`config.mk`:
```
export PLATFORM = sky130hd
export DESIGN_NAME = startup_ipi_seq
export DESIGN_NICKNAME = d
export VERILOG_FILES = /design/src/rtl/ipi_seq_pkg.sv /design/src/rtl/ipi_addr_check.sv /design/src/rtl/ipi_cmd_reg.sv /design/src/rtl/ipi_gap_timer.sv /design/src/rtl/ipi_seq_ctrl.sv /design/src/rtl/startup_ipi_seq.sv
export SDC_FILE = /design/constraint.sdc
export NUM_CORES = 1
export LEC_CHECK = 0
export ABC_AREA = 1
export BUFFER_PORTS_ARGS = -buffer_cell sky130_fd_sc_hd__clkbuf_2
export CORE_MARGIN = 2
export CORE_UTILIZATION = 35
export DETAILED_ROUTE_END_ITERATION = 10
export PLACE_DENSITY = 0.54
export SLEW_MARGIN = 20
export SYNTH_ARGS = -nofsm -noshare
export SYNTH_HDL_FRONTEND = slang
export SYNTH_HIERARCHICAL = 1
export SYNTH_SLANG_ARGS = --single-unit
```
`constraint.sdc`:
```
create_clock -name clk -period 2.3 [get_ports clk]
set_clock_uncertainty 0.2 [all_clocks]
set_input_delay 0.345 -clock clk [delete_from_list [all_inputs] [get_ports clk]]
set_output_delay 0.345 -clock clk [all_outputs]
set_load 0.03 [all_outputs]
```
`src/rtl/ipi_seq_pkg.sv`:
```
package ipi_seq_pkg;

  localparam int WORD_W = 32;
  localparam int VEC_W  = 8;
  localparam int ID_W   = 8;

  typedef enum logic [2:0] {
    MODE_FIXED   = 3'b000,
    MODE_INIT    = 3'b101,
    MODE_STARTUP = 3'b110
  } msg_mode_e;

  typedef enum logic [1:0] {
    DST_EXPLICIT     = 2'b00,
    DST_ALL_BUT_SELF = 2'b11
  } dst_sel_e;

  typedef enum logic [1:0] {
    STEP_INIT   = 2'd0,
    STEP_WAKE_A = 2'd1,
    STEP_WAKE_B = 2'd2
  } step_e;

  typedef struct packed {
    logic [11:0] rsvd_top;
    dst_sel_e    dst_sel;
    logic [1:0]  rsvd_mid;
    logic        trigger;
    logic        level;
    logic        rsvd_b13;
    logic        pending;
    logic        logical;
    msg_mode_e   mode;
    logic [VEC_W-1:0] vector;
  } cmd_low_t;

  function automatic logic [WORD_W-1:0] make_low(input step_e step,
                                                 input logic [VEC_W-1:0] vec,
                                                 input logic bcast);
    cmd_low_t w;
    w          = '0;
    w.level    = 1'b1;
    w.trigger  = 1'b0;
    w.dst_sel  = bcast ? DST_ALL_BUT_SELF : DST_EXPLICIT;
    if (step == STEP_INIT) begin
      w.mode   = MODE_INIT;
      w.vector = '0;
    end else begin
      w.mode   = MODE_STARTUP;
      w.vector = vec;
    end
    return w;
  endfunction

endpackage

```
`src/rtl/ipi_addr_check.sv`:
```
module ipi_addr_check #(
  parameter int ADDR_W     = 32,
  parameter int PAGE_BITS  = 12,
  parameter int LIMIT_BITS = 20
) (
  input  logic [ADDR_W-1:0]              addr,
  output logic                           addr_ok,
  output logic [ipi_seq_pkg::VEC_W-1:0]  vector
);
  localparam int VEC_W = ipi_seq_pkg::VEC_W;

  logic below_limit;
  logic aligned;

  generate
    if (ADDR_W > LIMIT_BITS) begin : g_limit
      assign below_limit = (addr[ADDR_W-1:LIMIT_BITS] == '0);
    end else begin : g_nolimit
      assign below_limit = 1'b1;
    end
  endgenerate

  assign aligned = (addr[PAGE_BITS-1:0] == '0);
  assign addr_ok = below_limit && aligned;
  assign vector  = addr[PAGE_BITS +: VEC_W];

endmodule

```
`src/rtl/ipi_cmd_reg.sv`:
```
module ipi_cmd_reg #(
  parameter int WORD_W     = 32,
  parameter int STATUS_BIT = 12
) (
  input  logic              clk,
  input  logic              rst_n,
  input  logic              hi_wr,
  input  logic              lo_wr,
  input  logic [WORD_W-1:0] wdata,
  input  logic              accept,
  output logic [WORD_W-1:0] hi_q,
  output logic [WORD_W-1:0] lo_q,
  output logic              pending
);

  always_ff @(posedge clk) begin
    if (!rst_n) begin
      hi_q <= '0;
      lo_q <= '0;
    end else begin
      if (hi_wr) hi_q <= wdata;
      if (lo_wr) begin
        lo_q             <= wdata;
        lo_q[STATUS_BIT] <= 1'b1;
      end else if (accept && lo_q[STATUS_BIT]) begin
        lo_q[STATUS_BIT] <= 1'b0;
      end
    end
  end

  assign pending = lo_q[STATUS_BIT];

  assert_status_holds_R2: assert property (@(posedge clk) disable iff (!rst_n)
    (pending && !accept) |=> pending);

  assert_status_clears_R2: assert property (@(posedge clk) disable iff (!rst_n)
    (pending && accept && !lo_wr) |=> !pending);

  assert_launch_sets_status_R2: assert property (@(posedge clk) disable iff (!rst_n)
    lo_wr |=> pending);

endmodule

```
`src/rtl/ipi_gap_timer.sv`:
```
module ipi_gap_timer #(
  parameter int CNT_W = 10
) (
  input  logic             clk,
  input  logic             rst_n,
  input  logic             load,
  input  logic [CNT_W-1:0] load_val,
  output logic             expired
);
  logic [CNT_W-1:0] count;

  always_ff @(posedge clk) begin
    if (!rst_n)              count <= '0;
    else if (load)           count <= load_val;
    else if (count != '0)    count <= count - 1'b1;
  end

  assign expired = (count == '0);

  assert_timer_descends_R4: assert property (@(posedge clk) disable iff (!rst_n)
    (!load && count != '0) |=> (count == $past(count) - 1'b1));

endmodule

```
`src/rtl/ipi_seq_ctrl.sv`:
```
module ipi_seq_ctrl #(
  parameter int CYCLES_PER_US = 4,
  parameter int INIT_GAP_US   = 10,
  parameter int WAKE_GAP_US   = 200,
  parameter int CNT_W         = 10
) (
  input  logic                          clk,
  input  logic                          rst_n,
  input  logic                          req_valid,
  output logic                          req_ready,
  input  logic [ipi_seq_pkg::ID_W-1:0]  req_dest,
  input  logic                          req_bcast,
  input  logic                          addr_ok,
  input  logic [ipi_seq_pkg::VEC_W-1:0] req_vec,
  input  logic                          pending,
  input  logic                          gap_done,
  output logic                          hi_wr,
  output logic                          lo_wr,
  output logic [ipi_seq_pkg::WORD_W-1:0] wdata,
  output logic                          gap_load,
  output logic [CNT_W-1:0]              gap_val,
  output logic                          busy,
  output logic                          done,
  output logic                          err
);
  import ipi_seq_pkg::*;

  localparam int INIT_GAP_CYC = CYCLES_PER_US * INIT_GAP_US;
  localparam int WAKE_GAP_CYC = CYCLES_PER_US * WAKE_GAP_US;
  localparam logic [CNT_W-1:0] INIT_LOAD = CNT_W'(INIT_GAP_CYC - 1);
  localparam logic [CNT_W-1:0] WAKE_LOAD = CNT_W'(WAKE_GAP_CYC - 1);

  typedef enum logic [2:0] {
    S_IDLE, S_WR_HI, S_WR_LO, S_WAIT_ACK, S_GAP
  } state_e;

  state_e             state;
  step_e              step;
  logic [ID_W-1:0]    dest_q;
  logic [VEC_W-1:0]   vec_q;
  logic               bcast_q;
  logic               take;
  logic               acked;

  assign req_ready = (state == S_IDLE);
  assign busy      = (state != S_IDLE);
  assign take      = req_valid && req_ready;
  assign acked     = (state == S_WAIT_ACK) && !pending;

  assign hi_wr     = (state == S_WR_HI);
  assign lo_wr     = (state == S_WR_LO);
  assign gap_load  = acked && (step != STEP_WAKE_B);
  assign gap_val   = (step == STEP_INIT) ? INIT_LOAD : WAKE_LOAD;

  always_comb begin
    if (state == S_WR_HI)
      wdata = {(bcast_q ? {ID_W{1'b0}} : dest_q), {(WORD_W-ID_W){1'b0}}};
    else
      wdata = make_low(step, vec_q, bcast_q);
  end

  always_ff @(posedge clk) begin
    if (!rst_n) begin
      state   <= S_IDLE;
      step    <= STEP_INIT;
      dest_q  <= '0;
      vec_q   <= '0;
      bcast_q <= 1'b0;
      done    <= 1'b0;
      err     <= 1'b0;
    end else begin
      done <= 1'b0;
      err  <= 1'b0;
      case (state)
        S_IDLE: begin
          if (take) begin
            if (addr_ok) begin
              dest_q  <= req_dest;
              vec_q   <= req_vec;
              bcast_q <= req_bcast;
              step    <= STEP_INIT;
              state   <= S_WR_HI;
            end else begin
              err <= 1'b1;
            end
          end
        end
        S_WR_HI:    state <= S_WR_LO;
        S_WR_LO:    state <= S_WAIT_ACK;
        S_WAIT_ACK: begin
          if (!pending) begin
            if (step == STEP_WAKE_B) begin
              state <= S_IDLE;
              done  <= 1'b1;
            end else begin
              step  <= (step == STEP_INIT) ? STEP_WAKE_A : STEP_WAKE_B;
              state <= S_GAP;
            end
          end
        end
        S_GAP: begin
          if (gap_done) state <= S_WR_HI;
        end
        default: state <= S_IDLE;
      endcase
    end
  end

  assert_low_follows_high_R1: assert property (@(posedge clk) disable iff (!rst_n)
    lo_wr |-> $past(hi_wr));

  assert_no_launch_while_pending_R2: assert property (@(posedge clk) disable iff (!rst_n)
    lo_wr |-> !pending);

  assert_level_bit_set_R6: assert property (@(posedge clk) disable iff (!rst_n)
    lo_wr |-> (wdata[14] && !wdata[15]));

  assert_done_single_R9: assert property (@(posedge clk) disable iff (!rst_n)
    done |=> !done);

  assert_done_after_busy_R9: assert property (@(posedge clk) disable iff (!rst_n)
    done |-> ($past(busy) && !busy));

  assert_refusal_idle_R8: assert property (@(posedge clk) disable iff (!rst_n)
    err |-> (!busy && !done));

endmodule

```
`src/rtl/startup_ipi_seq.sv`:
```
module startup_ipi_seq #(
  parameter int ADDR_W        = 32,
  parameter int CYCLES_PER_US = 4,
  parameter int INIT_GAP_US   = 10,
  parameter int WAKE_GAP_US   = 200,
  parameter int PAGE_BITS     = 12,
  parameter int LIMIT_BITS    = 20
) (
  input  logic              clk,
  input  logic              rst_n,
  input  logic              req_valid,
  output logic              req_ready,
  input  logic [7:0]        req_dest,
  input  logic [ADDR_W-1:0] req_addr,
  input  logic              req_bcast,
  input  logic              accept,
  output logic [31:0]       icr_hi,
  output logic [31:0]       icr_lo,
  output logic              busy,
  output logic              done,
  output logic              err
);
  import ipi_seq_pkg::*;

  localparam int MAX_GAP = CYCLES_PER_US *
                           ((WAKE_GAP_US > INIT_GAP_US) ? WAKE_GAP_US : INIT_GAP_US);
  localparam int CNT_W   = $clog2(MAX_GAP + 1);

  logic              addr_ok;
  logic [VEC_W-1:0]  req_vec;
  logic              pending;
  logic              gap_done;
  logic              hi_wr;
  logic              lo_wr;
  logic [WORD_W-1:0] wdata;
  logic              gap_load;
  logic [CNT_W-1:0]  gap_val;

  ipi_addr_check #(
    .ADDR_W(ADDR_W), .PAGE_BITS(PAGE_BITS), .LIMIT_BITS(LIMIT_BITS)
  ) u_addr (
    .addr(req_addr), .addr_ok(addr_ok), .vector(req_vec)
  );

  ipi_seq_ctrl #(
    .CYCLES_PER_US(CYCLES_PER_US), .INIT_GAP_US(INIT_GAP_US),
    .WAKE_GAP_US(WAKE_GAP_US), .CNT_W(CNT_W)
  ) u_ctrl (
    .clk(clk), .rst_n(rst_n),
    .req_valid(req_valid), .req_ready(req_ready),
    .req_dest(req_dest), .req_bcast(req_bcast),
    .addr_ok(addr_ok), .req_vec(req_vec),
    .pending(pending), .gap_done(gap_done),
    .hi_wr(hi_wr), .lo_wr(lo_wr), .wdata(wdata),
    .gap_load(gap_load), .gap_val(gap_val),
    .busy(busy), .done(done), .err(err)
  );

  ipi_cmd_reg #(.WORD_W(WORD_W), .STATUS_BIT(12)) u_cmd (
    .clk(clk), .rst_n(rst_n),
    .hi_wr(hi_wr), .lo_wr(lo_wr), .wdata(wdata), .accept(accept),
    .hi_q(icr_hi), .lo_q(icr_lo), .pending(pending)
  );

  ipi_gap_timer #(.CNT_W(CNT_W)) u_gap (
    .clk(clk), .rst_n(rst_n),
    .load(gap_load), .load_val(gap_val), .expired(gap_done)
  );

  assert_ready_only_idle_R9: assert property (@(posedge clk) disable iff (!rst_n)
    req_ready |-> !busy);

endmodule

```
==> run summary, run 1 <==
Status -> finished, final reports clean
Compound-cell area share of the yosys netlist -> 0.0879
Core Region -> 12500 sq um
Post-Synth Adder-Cell Area -> 0.00282
Final Cycle Share -> 0.841
Remaining DRCs -> 0
DPL Wire Length -> 7740 um
Post-Synth Simple-Gate Area -> 0.329
IO buf count -> 112
Mapped Area -> 4440 sq um
Largest family of logic cells by synthesized area -> simple AND/OR/NAND/NOR gates
N_diodes -> 0
Initial antenna violation count -> 0
Switching power -> 2.02 mW
Slew margin rel. -> 0.585
CTS-repair resized insts -> 0
CTS tree -> yes
Hold WC Path Type -> in -> reg
FILL cells -> 1353
Yosys top cell area share -> 0.442
Fmax -> 517 MHz
Die Ht -> 117 um
Layout cells sized above 1 -> 0.219
Fin cells -> 904
Post-CTS Setup Bufs -> 0
Placed cell areas -> 4900 sq um
Drt first pass iters -> 4
Max Slew Vio Count -> 0
CP Class -> reg -> reg
Register bit total from synthesis -> 98
Die boundary width -> 117 um
Worst r2r path cells -> 9
Grt met2 use -> 0.261
Placed cell count -> 888
Final Hold Viols -> 0
Overflow after GRT -> 0
Ys Warns -> 6
Crit-path max FO -> 15
Slew @ Worst Pin -> 0.621 ns
Maxcap violations -> 0
Clock transition at path regs -> 0.07 ns
Leak -> 2.75 nW
Slowest stage delay, CP -> 0.42 ns
IO Pins -> 113
Final setup TNS -> 0 ns
1st-iter DRT viols -> 188
Final Setup Violations -> 0
Vias in the first global route -> 3734
Seq/Total Area, Yosys -> 0.442
Via density per instance -> 4.41
CP Data Required Time -> 2.33 ns
Delay-heaviest family, CP -> simple AND/OR/NAND/NOR gates
Global-route wire length before repair -> 18000 um
GPL Wtd Cong -> 0.864
Synthesized netlist cell count -> 638
Post-synthesis mux area share -> 0
Routed length per instance -> 12.2 um
Sequential share of power -> 0.388
Starting Density -> 0.355
CTS sink count -> 98
DIE AREA -> 13600 sq um
Largest net degree at the start of global routing -> 40
Synth top area cells -> dfxtp_1 (44%), nor2_1 (19%), nand2_1 (7.7%)
Number of cells on the critical path -> 9
RSZ-0062 raised after global routing -> no
Met3 track utilization from global routing -> 0.0415
CTS hold repair buffers -> 0
Power per cell area -> 1040 nW/um^2
Gr busiest metal -> met2
Clock Latency Late Sink -> 0.35 ns
Worst-path cell chain -> inv_1, nor2_2, nand3_1, or2_1, inv_1, inv_2, or2_2, nand3_1, nor2_1
# nets final -> 773
Worst slack, placed -> 0.380 ns
Clk buf depth -> 2
CP endpoint kind -> flop
Worst Path Buf+Inv -> 3
Crit start category -> flop
Hold depth -> 3
Worst EP arrival -> 1.96 ns
Area growth syn-to-layout -> 17.8%
Largest area contributor in the synthesized netlist -> dfxtp_1
Comb pwr share -> 0.307
Overall routing resource usage -> 0.168
Final WL -> 11100 um
Design Area, Final -> 5230 sq um
H-tree levels -> 3
Worst hold slack -> 0.0223 ns
Synth Area in XOR/XNOR -> 0
FP Rows -> 41
P_int -> 3.40 mW
Clock Tree Root -> clkbuf_16
Tmin final -> 1.93 ns
Via Count -> 3984
Post-Syn Area per Cell -> 6.96 sq um
Cts bufs inserted -> 9
CP max-delay cell -> dfxtp_1
Switching portion of total power -> 0.373
Clk pwr share -> 0.305
Post-detailed-route count of antenna-violating nets -> 0
Peak VDD IR -> 0.411 mV
Setup WS post-layout -> 0.366 ns
GRT met1 Usage -> 0.225
Number of distinct library cells after synthesis -> 25
==> cells in the final DEF (no fill, tap or decap), types with 2 or more instances in the layout <==
| master | Yosys | layout |
|---|---|---|
| clkbuf_2 | 0 | 112 |
| inv_1 | 45 | 45 |
| or2_2 | 2 | 2 |
| buf_4 | 38 | 8 |
| o21ai_1 | 2 | 2 |
| nand2_2 | 4 | 4 |
| a21oi_1 | 7 | 7 |
| conb_1 | 2 | 15 |
| inv_2 | 5 | 5 |
| clkbuf_16 | 0 | 9 |
| dfxtp_1 | 98 | 98 |
| nand3_1 | 16 | 16 |
| o21ai_0 | 66 | 66 |
| nand4_1 | 5 | 5 |
| nor2_4 | 4 | 4 |
| nand2_1 | 91 | 91 |
| nand3_4 | 2 | 2 |
| nor2_1 | 222 | 222 |
| bufinv_16 | 0 | 2 |
| nor2_2 | 6 | 6 |
==> power by group through the flow <==
| stage | clock network [mW] | logic, mW | registers (mW) |
|---|---|---|---|
| 2_1_floorplan | 0 | 1.05 | 2.38 |
| 3_3_place_gp | 0 | 1.63 | 2.13 |
| 3_5_place_dp | 0 | 1.67 | 2.14 |
| 4_1_cts | 1.69 | 1.67 | 2.10 |
| 5_1_grt | 1.76 | 1.88 | 2.13 |
| 6_report | 1.65 | 1.66 | 2.10 |
==> synth_stat cells, drive strengths merged <==
| cell | count |
|---|---|
| ha | 1 |
| nor3 | 1 |
| o21ai | 68 |
| a21oi | 8 |
| conb | 2 |
| nor2 | 232 |
| a31oi | 1 |
| nand2 | 95 |
| inv | 50 |
| nor4 | 1 |
| nand3 | 18 |
| nand4 | 5 |
| or2 | 3 |
| dfxtp | 98 |
| buf | 55 |
==> per-layer routing <==
metal  vias to the layer above  wire length, um
met5                         -                0
met4                         0              128
met3                        10              588
met2                        76             5030
met1                      1800             5310
li1                       2098                -
==> kinds of logic (layout without fill, tap and decap cells) <==
kind of cell / count (synthesis) / after routing
and+or+nand+nor: 355 / 355
buffers and inverters: 105 / 186
DFF: 98 / 98
AOI/OAI and AO/OA: 77 / 77
other: 2 / 15
adders and majority gates: 1 / 1
==> final cells by class <==
| cell class | instances | area [sq um] | area share |
|---|---|---|---|
| sequential | 98 | 1960 | 0.375 |
| multi-input combinational | 448 | 1920 | 0.367 |
| timing repair buffer | 120 | 621 | 0.119 |
| clock buffer | 9 | 225 | 0.0431 |
| tap | 172 | 215 | 0.0411 |
| inverter | 50 | 188 | 0.0359 |
| clock inverter | 7 | 101 | 0.0194 |
==> worst paths after layout <==
check                                        to  slack [ns]            start
worst max-delay path             u_gap/count[5]        0.37  u_ctrl/state[0]
worst min-delay path            u_ctrl/vec_q[1]        0.02     req_addr[13]
worst max register to register   u_gap/count[5]        0.37  u_ctrl/state[0]
worst min register to register   u_cmd/lo_q[17]        0.30   u_cmd/lo_q[17]
==> stage by stage <==
stage	power [mW]	utilization
2_1_floorplan	3.43	-
3_3_place_gp	3.77	0.392
3_5_place_dp	3.81	0.392
4_1_cts	5.47	0.418
5_1_grt	5.77	0.418
6_report	5.41	0.418
==> registers in the layout, indices dropped and copies added (netlist names) <==
name / flops
u_cmd/hi_q: 32
u_cmd/lo_q: 32
u_gap/count: 10
u_ctrl/dest_q: 8
u_ctrl/vec_q: 8
u_ctrl/state: 3
u_ctrl/step: 2
u_ctrl/bcast_q: 1
u_ctrl/done: 1
u_ctrl/err: 1
==> worst register-to-register path, stage by stage (launching register included) <==
cell,delay (ns)
dfxtp_1,0.42
inv_1,0.10
nor2_2,0.14
nand3_1,0.10
or2_1,0.24
inv_1,0.09
inv_2,0.13
or2_2,0.30
nand3_1,0.08
nor2_1,0.04
No activity file was read; power rests on OpenSTA's default activity.
==> run 2, diff against run 1 <==
ABC_AREA = 0   (was 1)
PLACE_DENSITY = 0.56   (was 0.54)
clock period = 1.63 ns   (was 2.3 ns; I/O delays follow)
==> run 2 against run 1 <==
  * The run now ends with setup timing left
  * Worst hold slack better by 0.0020 ns
  * Global-route usage down 1.3 points
  * Register-to-register slack worse by 0.64 ns
  * Combinational power down 18%
  * Clock-buffer cell count up 3
  * Critical path depth down 2
  * Critical path type unchanged
  * Critical endpoint is now u_gap/count[1]
==> run summary, run 2 <==
N_diodes -> 0 (unchanged)
CP Class -> reg -> reg
RSZ-0062 raised after global routing -> yes
GPL Wtd Cong -> 0.787 (-8.9%)
Final WL -> 10600 um (-3.9%)
Worst r2r src -> u_gap/count[1]
Hold_sp -> accept
CTS sink count -> 98 (unchanged)
Power per cell area -> 944 nW/um^2 (-8.8%)
Total power -> 5.99 mW (+11%)
Worst EP arrival -> 1.99 ns (+0.03 ns)
Remaining DRCs -> 0 (unchanged)
# nets final -> 664 (-14%)
Via density per instance -> 4.44 (+0.79%)
Largest area contributor in the synthesized netlist -> dfxtp_1
Fmax -> 524 MHz (+1.4%)
WHS Endpoint -> u_cmd/lo_q[12]
IO Pins -> 113 (unchanged)
Initial antenna violation count -> 0 (unchanged)
Synthesized netlist cell count -> 447 (-30%)
Failing checks -> setup timing
Status -> complete, but fails checks
Global-route wire length before repair -> 17200 um (-4.3%)
IO buf count -> 112 (unchanged)
Final Cycle Share -> 1.17 (+0.329)
FILL cells -> 1203 (-11%)
Worst hold slack -> 0.0243 ns (+0.00204 ns)
Clock transition at path regs -> 0.06 ns (about the same)
Cts bufs inserted -> 9 (unchanged)
Yosys top cell area share -> 0.433 (-0.00867)
Main synth FF type -> dfxtp_1
Clock Latency Late Sink -> 0.35 ns (about the same)
Overflow after GRT -> 0 (unchanged)
CP endpoint kind -> flop
Ys Warns -> 6 (unchanged)
CP Data Required Time -> 1.71 ns (-0.62 ns)
Placed cell count -> 742 (-16%)
Commonest cells post-synth -> dfxtp_1 (98), mux2i_1 (81), nor2b_1 (65)
DPL Wire Length -> 7170 um (-7.4%)
Maxcap violations -> 0 (unchanged)
Post-detailed-route count of antenna-violating nets -> 0 (unchanged)
Peak VDD IR -> 0.477 mV (+16%)
Via Count -> 3527 (-11%)
Most frequent cells in the layout -> clkbuf_2 (109), dfxtp_1 (93), mux2i_1 (79)
Final Setup Violations -> 85 (+85)
Most frequent cell after synthesis -> dfxtp_1
Most common cell after layout, fill and taps aside -> clkbuf_2
Die Ht -> 118 um (+0.96%)
Die boundary width -> 118 um (+0.96%)
Starting Density -> 0.359 (+0.00416)
Crit start category -> flop
Final Hold Viols -> 0 (unchanged)
Largest net degree at the start of global routing -> 70 (+75%)
Setup WS post-layout -> -0.277 ns (-0.643 ns)
Register bit total from synthesis -> 98 (unchanged)
Worst slack, placed -> -0.280 ns (-0.660 ns)
Post-synthesis async set-or-reset flop share -> 0 (unchanged)
Number of distinct library cells after synthesis -> 53 (+110%)
R2r setup slk -> -0.28 ns (-0.64 ns)
Overall routing resource usage -> 0.155 (-0.0127)
Leak -> 2.55 nW (-7.5%)
RR Endpoint -> u_gap/count[1]
Layout cells sized above 1 -> 0.412 (+0.193)
Tmin final -> 1.91 ns (-0.0267 ns)
Hold depth -> 3 (unchanged)
Post-Syn Area per Cell -> 10.1 sq um (+46%)
FP Rows -> 41 (unchanged)
Hold WC Path Type -> in -> reg
Clock Tree Root -> clkbuf_16
Vias in the first global route -> 3545 (-5.1%)
Area growth syn-to-layout -> 40.2%
H-tree levels -> 3 (unchanged)
Worst r2r path cells -> 7 (-2)
Core Region -> 12600 sq um (+0.82%)
Routed length per instance -> 13.4 um (+9.4%)
Max Slew Vio Count -> 0 (unchanged)
Crit-path max FO -> 6 (-9)
Fin cells -> 794 (-12%)
Top flop regs -> u_cmd/hi_q: 32 flops, u_cmd/lo_q: 32 flops, u_gap/count: 10 flops
Synth top area cells -> dfxtp_1 (43%), mux2i_1 (18%), nor2b_1 (9.0%)
DIE AREA -> 13900 sq um (+1.9%)
Mapped Area -> 4530 sq um (+2.0%)
CTS tree -> yes
1st-iter DRT viols -> 161 (-14%)
Number of flops mapped to enable cells by yosys -> 0 (unchanged)
Clk buf depth -> 2 (unchanged)
Drt first pass iters -> 4 (unchanged)
Seq/Total Area, Yosys -> 0.433 (-0.00867)
==> run 2: power by group <==
group / total (mW) / switching, mW / internal, mW
logic: 1.36 / 0.606 / 0.757
clock network: 2.07 / 0.912 / 1.15
registers: 2.56 / 0.0703 / 2.49
total: 5.99 / 1.59 / 4.41
==> run 2: cells by family (layout without fill, tap and decap cells) <==
| group | after synthesis | in the layout | share of synthesized area |
|---|---|---|---|
| other | 2 | 15 | 0.00166 |
| AOI/OAI and AO/OA | 22 | 22 | 0.0334 |
| DFF | 98 | 98 | 0.433 |
| adders and majority gates | 1 | 1 | 0.00276 |
| muxes | 82 | 82 | 0.182 |
| and+or+nand+nor | 178 | 178 | 0.233 |
| buffers and inverters | 61 | 223 | 0.109 |
| xor gates and xnor gates | 3 | 3 | 0.00580 |
==> run 2: worst max-delay path, stage by stage, from the launching register on <==
cell and delay (ns):
dfxtp_2 0.34, inv_2 0.05, ha_4 0.15, or4b_4 0.23, nor3_4 0.04, buf_4 0.15, or4b_2 0.60, nand3_1 0.08
==> run 2: how the worst max path moves through the flow <==
| stage | start | to | slack, ns | cells after the start |
|---|---|---|---|---|
| after floorplan | u_gap/count[1] | u_ctrl/state[2] | -0.25 | 7 |
| after global placement | u_gap/count[1] | u_gap/count[0] | -0.23 | 7 |
| after detailed placement | u_gap/count[1] | u_ctrl/state[2] | -0.28 | 8 |
| after CTS | u_ctrl/state[1] | busy | -0.29 | 4 |
| after global routing | u_gap/count[1] | u_ctrl/state[2] | -0.34 | 8 |
| final | u_gap/count[1] | u_gap/count[1] | -0.28 | 7 |
==> run 2: cell type report <==
type	count	area (sq um)	share of cell area
multi-input combinational	301	2310	0.364
sequential	98	1970	0.310
timing repair buffer	200	1530	0.241
clock buffer	12	267	0.0420
tap	172	215	0.0339
inverter	8	32.5	0.00513
clock inverter	3	21.3	0.00335
==> run 2: what timing repair did <==
action                                  CTS  global route
endpoints found under the setup margin   91            96
hold endpoints to repair                 18             0
pin swaps                                17             6
resized for setup                        68            19
cloned                                    4             0
buffers inserted                         12             9
hold buffers                             18             0
==> run 2: routing by layer <==
metal,wire length (um),track usage,vias up
met3,524,0.0465,12
li1,-,-,1801
met1,4880,0.189,1625
met2,5040,0.255,89
met4,178,0.0617,0
met5,0,0,-
==> run 2: metrics by stage <==
step / area, sq um / util / TNS, ns
final: 6350 / 0.503 / -12.35
after global routing: 6350 / 0.503 / -19.10
after CTS: 6280 / 0.498 / -14.61
after detailed placement: 5400 / 0.428 / -12.25
after global placement: 5400 / 0.428 / -8.88
after floorplan: 4630 / - / -2.61
==> run 3, diff against run 2 <==
GPL_TIMING_DRIVEN = 0   (was unset)
==> run 3 against run 2 <==
  * The flow still finishes with violations (setup timing)
  * Combinational power barely moved
  * Die area did not move
  * Via count rose by 4.1%
  * First-iteration DRC count fell by 4.3%
  * Cell count rose by 2.3%
  * Sequential power rose by 3%
  * Critical path depth rose by 1
  * Flip-flop and latch count did not move
  * Sequential share of layout area fell by 1.3 points
  * Utilization rose by 2.4 points
  * Wire length rose by 13%
  * Worst setup slack got worse by 0.042 ns
==> run summary, run 3 (same netlist as run 2, synthesis figures left out) <==
Launch point of the worst path -> u_gap/count[0]
GPL Wtd Cong -> 0.737 (-6.3%)
1st-iter DRT viols -> 154 (-4.3%)
Failing checks -> setup timing
Total power -> 6.05 mW (+0.96%)
Worst r2r src -> u_gap/count[0]
Setup WS post-layout -> -0.320 ns (-0.0421 ns)
Worst slack, placed -> -0.434 ns (-0.154 ns)
CP max-delay cell -> or4b_4
# nets final -> 682 (+2.7%)
Worst Path Buf+Inv -> 2 (unchanged)
Final Setup Violations -> 86 (+1.2%)
Leak -> 2.66 nW (+4.3%)
Routed length per instance -> 14.8 um (+11%)
Remaining DRCs -> 0 (unchanged)
Crit-path max FO -> 8 (+2)
CP endpoint kind -> flop
IO buf count -> 104 (-7.1%)
Most frequent cells in the layout -> clkbuf_2 (102), dfxtp_1 (89), mux2i_1 (78)
Starting Density -> 0.359 (unchanged)
Core Region -> 12600 sq um (unchanged)
Final Hold Viols -> 0 (unchanged)
Via Count -> 3673 (+4.1%)
CP Class -> reg -> reg
Initial antenna violation count -> 0 (unchanged)
Vias in the first global route -> 3710 (+4.7%)
Fmax -> 513 MHz (-2.2%)
Clock transition at path regs -> 0.06 ns (about the same)
Cts bufs inserted -> 9 (unchanged)
Fin cells -> 812 (+2.3%)
R2r setup slk -> -0.32 ns (-0.04 ns)
Die Ht -> 118 um (unchanged)
Overflow after GRT -> 0 (unchanged)
CP Data Required Time -> 1.66 ns (-0.05 ns)
RSZ-0062 raised after global routing -> yes
Final WL -> 12000 um (+13%)
Clk buf depth -> 2 (unchanged)
Status -> complete, but fails checks
Hold WC Path Type -> in -> reg
Sequential share of power -> 0.436 (+0.008)
Switching power -> 1.61 mW (+1.6%)
Power per cell area -> 910 nW/um^2 (-3.6%)
Top flop regs -> u_cmd/hi_q: 32 flops, u_cmd/lo_q: 32 flops, u_gap/count: 10 flops
Largest net degree at the start of global routing -> 15 (-79%)
Clock Tree Root -> clkbuf_16
Critical path destination -> u_ctrl/state[2]
Global-route wire length before repair -> 19000 um (+11%)
Clk pwr share -> 0.338 (-0.007)
Worst EP arrival -> 1.98 ns (about the same)
CTS sink count -> 98 (unchanged)
Most common cell after layout, fill and taps aside -> clkbuf_2
N_diodes -> 0 (unchanged)
Delay-heaviest family, CP -> simple AND/OR/NAND/NOR gates
Number of cells on the critical path -> 8 (+1)
IO Pins -> 113 (unchanged)
Clock Latency Late Sink -> 0.35 ns (about the same)
Post-detailed-route count of antenna-violating nets -> 0 (unchanged)
Drt first pass iters -> 5 (+1)
Utilization after layout -> 0.527 (+0.0238)
Comb pwr share -> 0.226 (-0.002)
RR Endpoint -> u_ctrl/state[2]
Via density per instance -> 4.52 (+1.8%)
Maxcap violations -> 0 (unchanged)
FP Rows -> 41 (unchanged)
Layout cells sized above 1 -> 0.413 (+0.000924)
Overall routing resource usage -> 0.173 (+0.0186)
Peak VDD IR -> 0.507 mV (+6.2%)
DPL Wire Length -> 7600 um (+6.0%)
Slowest stage delay, CP -> 0.50 ns (-0.10 ns)
Max Slew Vio Count -> 0 (unchanged)
Hold depth -> 3 (unchanged)
Worst-path cell chain -> inv_2, ha_4, or4b_4, nor3_4, buf_12, nor4b_2, a31oi_1, a2111oi_2
Tmin final -> 1.95 ns (+0.0421 ns)
DIE AREA -> 13900 sq um (unchanged)
Placed cell count -> 736 (-0.81%)
P_int -> 4.44 mW (+0.71%)
H-tree levels -> 3 (unchanged)
Area growth syn-to-layout -> 46.8%
CTS tree -> yes
Final Cycle Share -> 1.20 (+0.0258)
Worst r2r path cells -> 8 (+1)
Crit start category -> flop
Die boundary width -> 118 um (unchanged)
Switching portion of total power -> 0.267 (+0.00177)
-- run 3: worst min path at each step --
| stage | from | endpoint |
|---|---|---|
| finish | accept | u_cmd/lo_q[12] |
| global route | accept | u_cmd/lo_q[12] |
| CTS | accept | u_cmd/lo_q[12] |
| detailed placement | u_ctrl/vec_q[0] | u_ctrl/vec_q[0] |
| global placement | u_ctrl/vec_q[3] | u_ctrl/vec_q[3] |
| floorplan | req_valid | u_ctrl/err |
-- run 3: tightest hold or removal path, cell delays in order --
cell and delay (ns):
clkbuf_2 0.08, nor2b_1 0.04, o21a_1 0.17
-- run 3: per-layer routing --
metal | up-vias | wire length (um) | GRT usage
met2 | 105 | 5890 | 0.286
met4 | 0 | 180 | 0.0640
met1 | 1710 | 5390 | 0.216
li1 | 1846 | - | -
met5 | - | 0 | 0
met3 | 12 | 572 | 0.0484
-- run 3: repair_timing --
action | CTS | global route
setup buffers | 31 | 11
pin swaps | 6 | 14
hold endpoints to repair | 18 | 0
gates cloned | 7 | 2
hold buffers | 18 | 0
gates resized for setup | 51 | 48
setup endpoints to repair | 95 | 97
-- run 3: layout make-up --
| cell class | instances | area [sq um] |
|---|---|---|
| inverter | 8 | 32.5 |
| timing repair buffer | 165 | 1330 |
| clock buffer | 14 | 274 |
| buffer | 52 | 474 |
| tap | 172 | 215 |
| fill | 1161 | 5970 |
| clock inverter | 1 | 8.76 |
| multi-input combinational | 302 | 2340 |
| sequential | 98 | 1980 |
-- run 3: power by group through the flow --
stage / clock, mW / combinational (mW) / sequential (mW)
CTS: 2.11 / 1.27 / 2.62
global route: 2.21 / 1.50 / 2.65
finish: 2.05 / 1.37 / 2.64
global placement: 0 / 0.893 / 2.66
floorplan: 0 / 0.734 / 2.64
detailed placement: 0 / 0.914 / 2.66
-- run 3: per-stage QoR --
step | TNS [ns] | cell area, sq um | hold slack, ns
after floorplan | -2.61 | 4630 | 0.163
after global placement | -22.85 | 5360 | 0.239
after detailed placement | -24.82 | 5360 | 0.244
after CTS | -8.95 | 6510 | 0.00260
after global routing | -16.70 | 6650 | 0.0353
final | -11.22 | 6650 | 0.0287
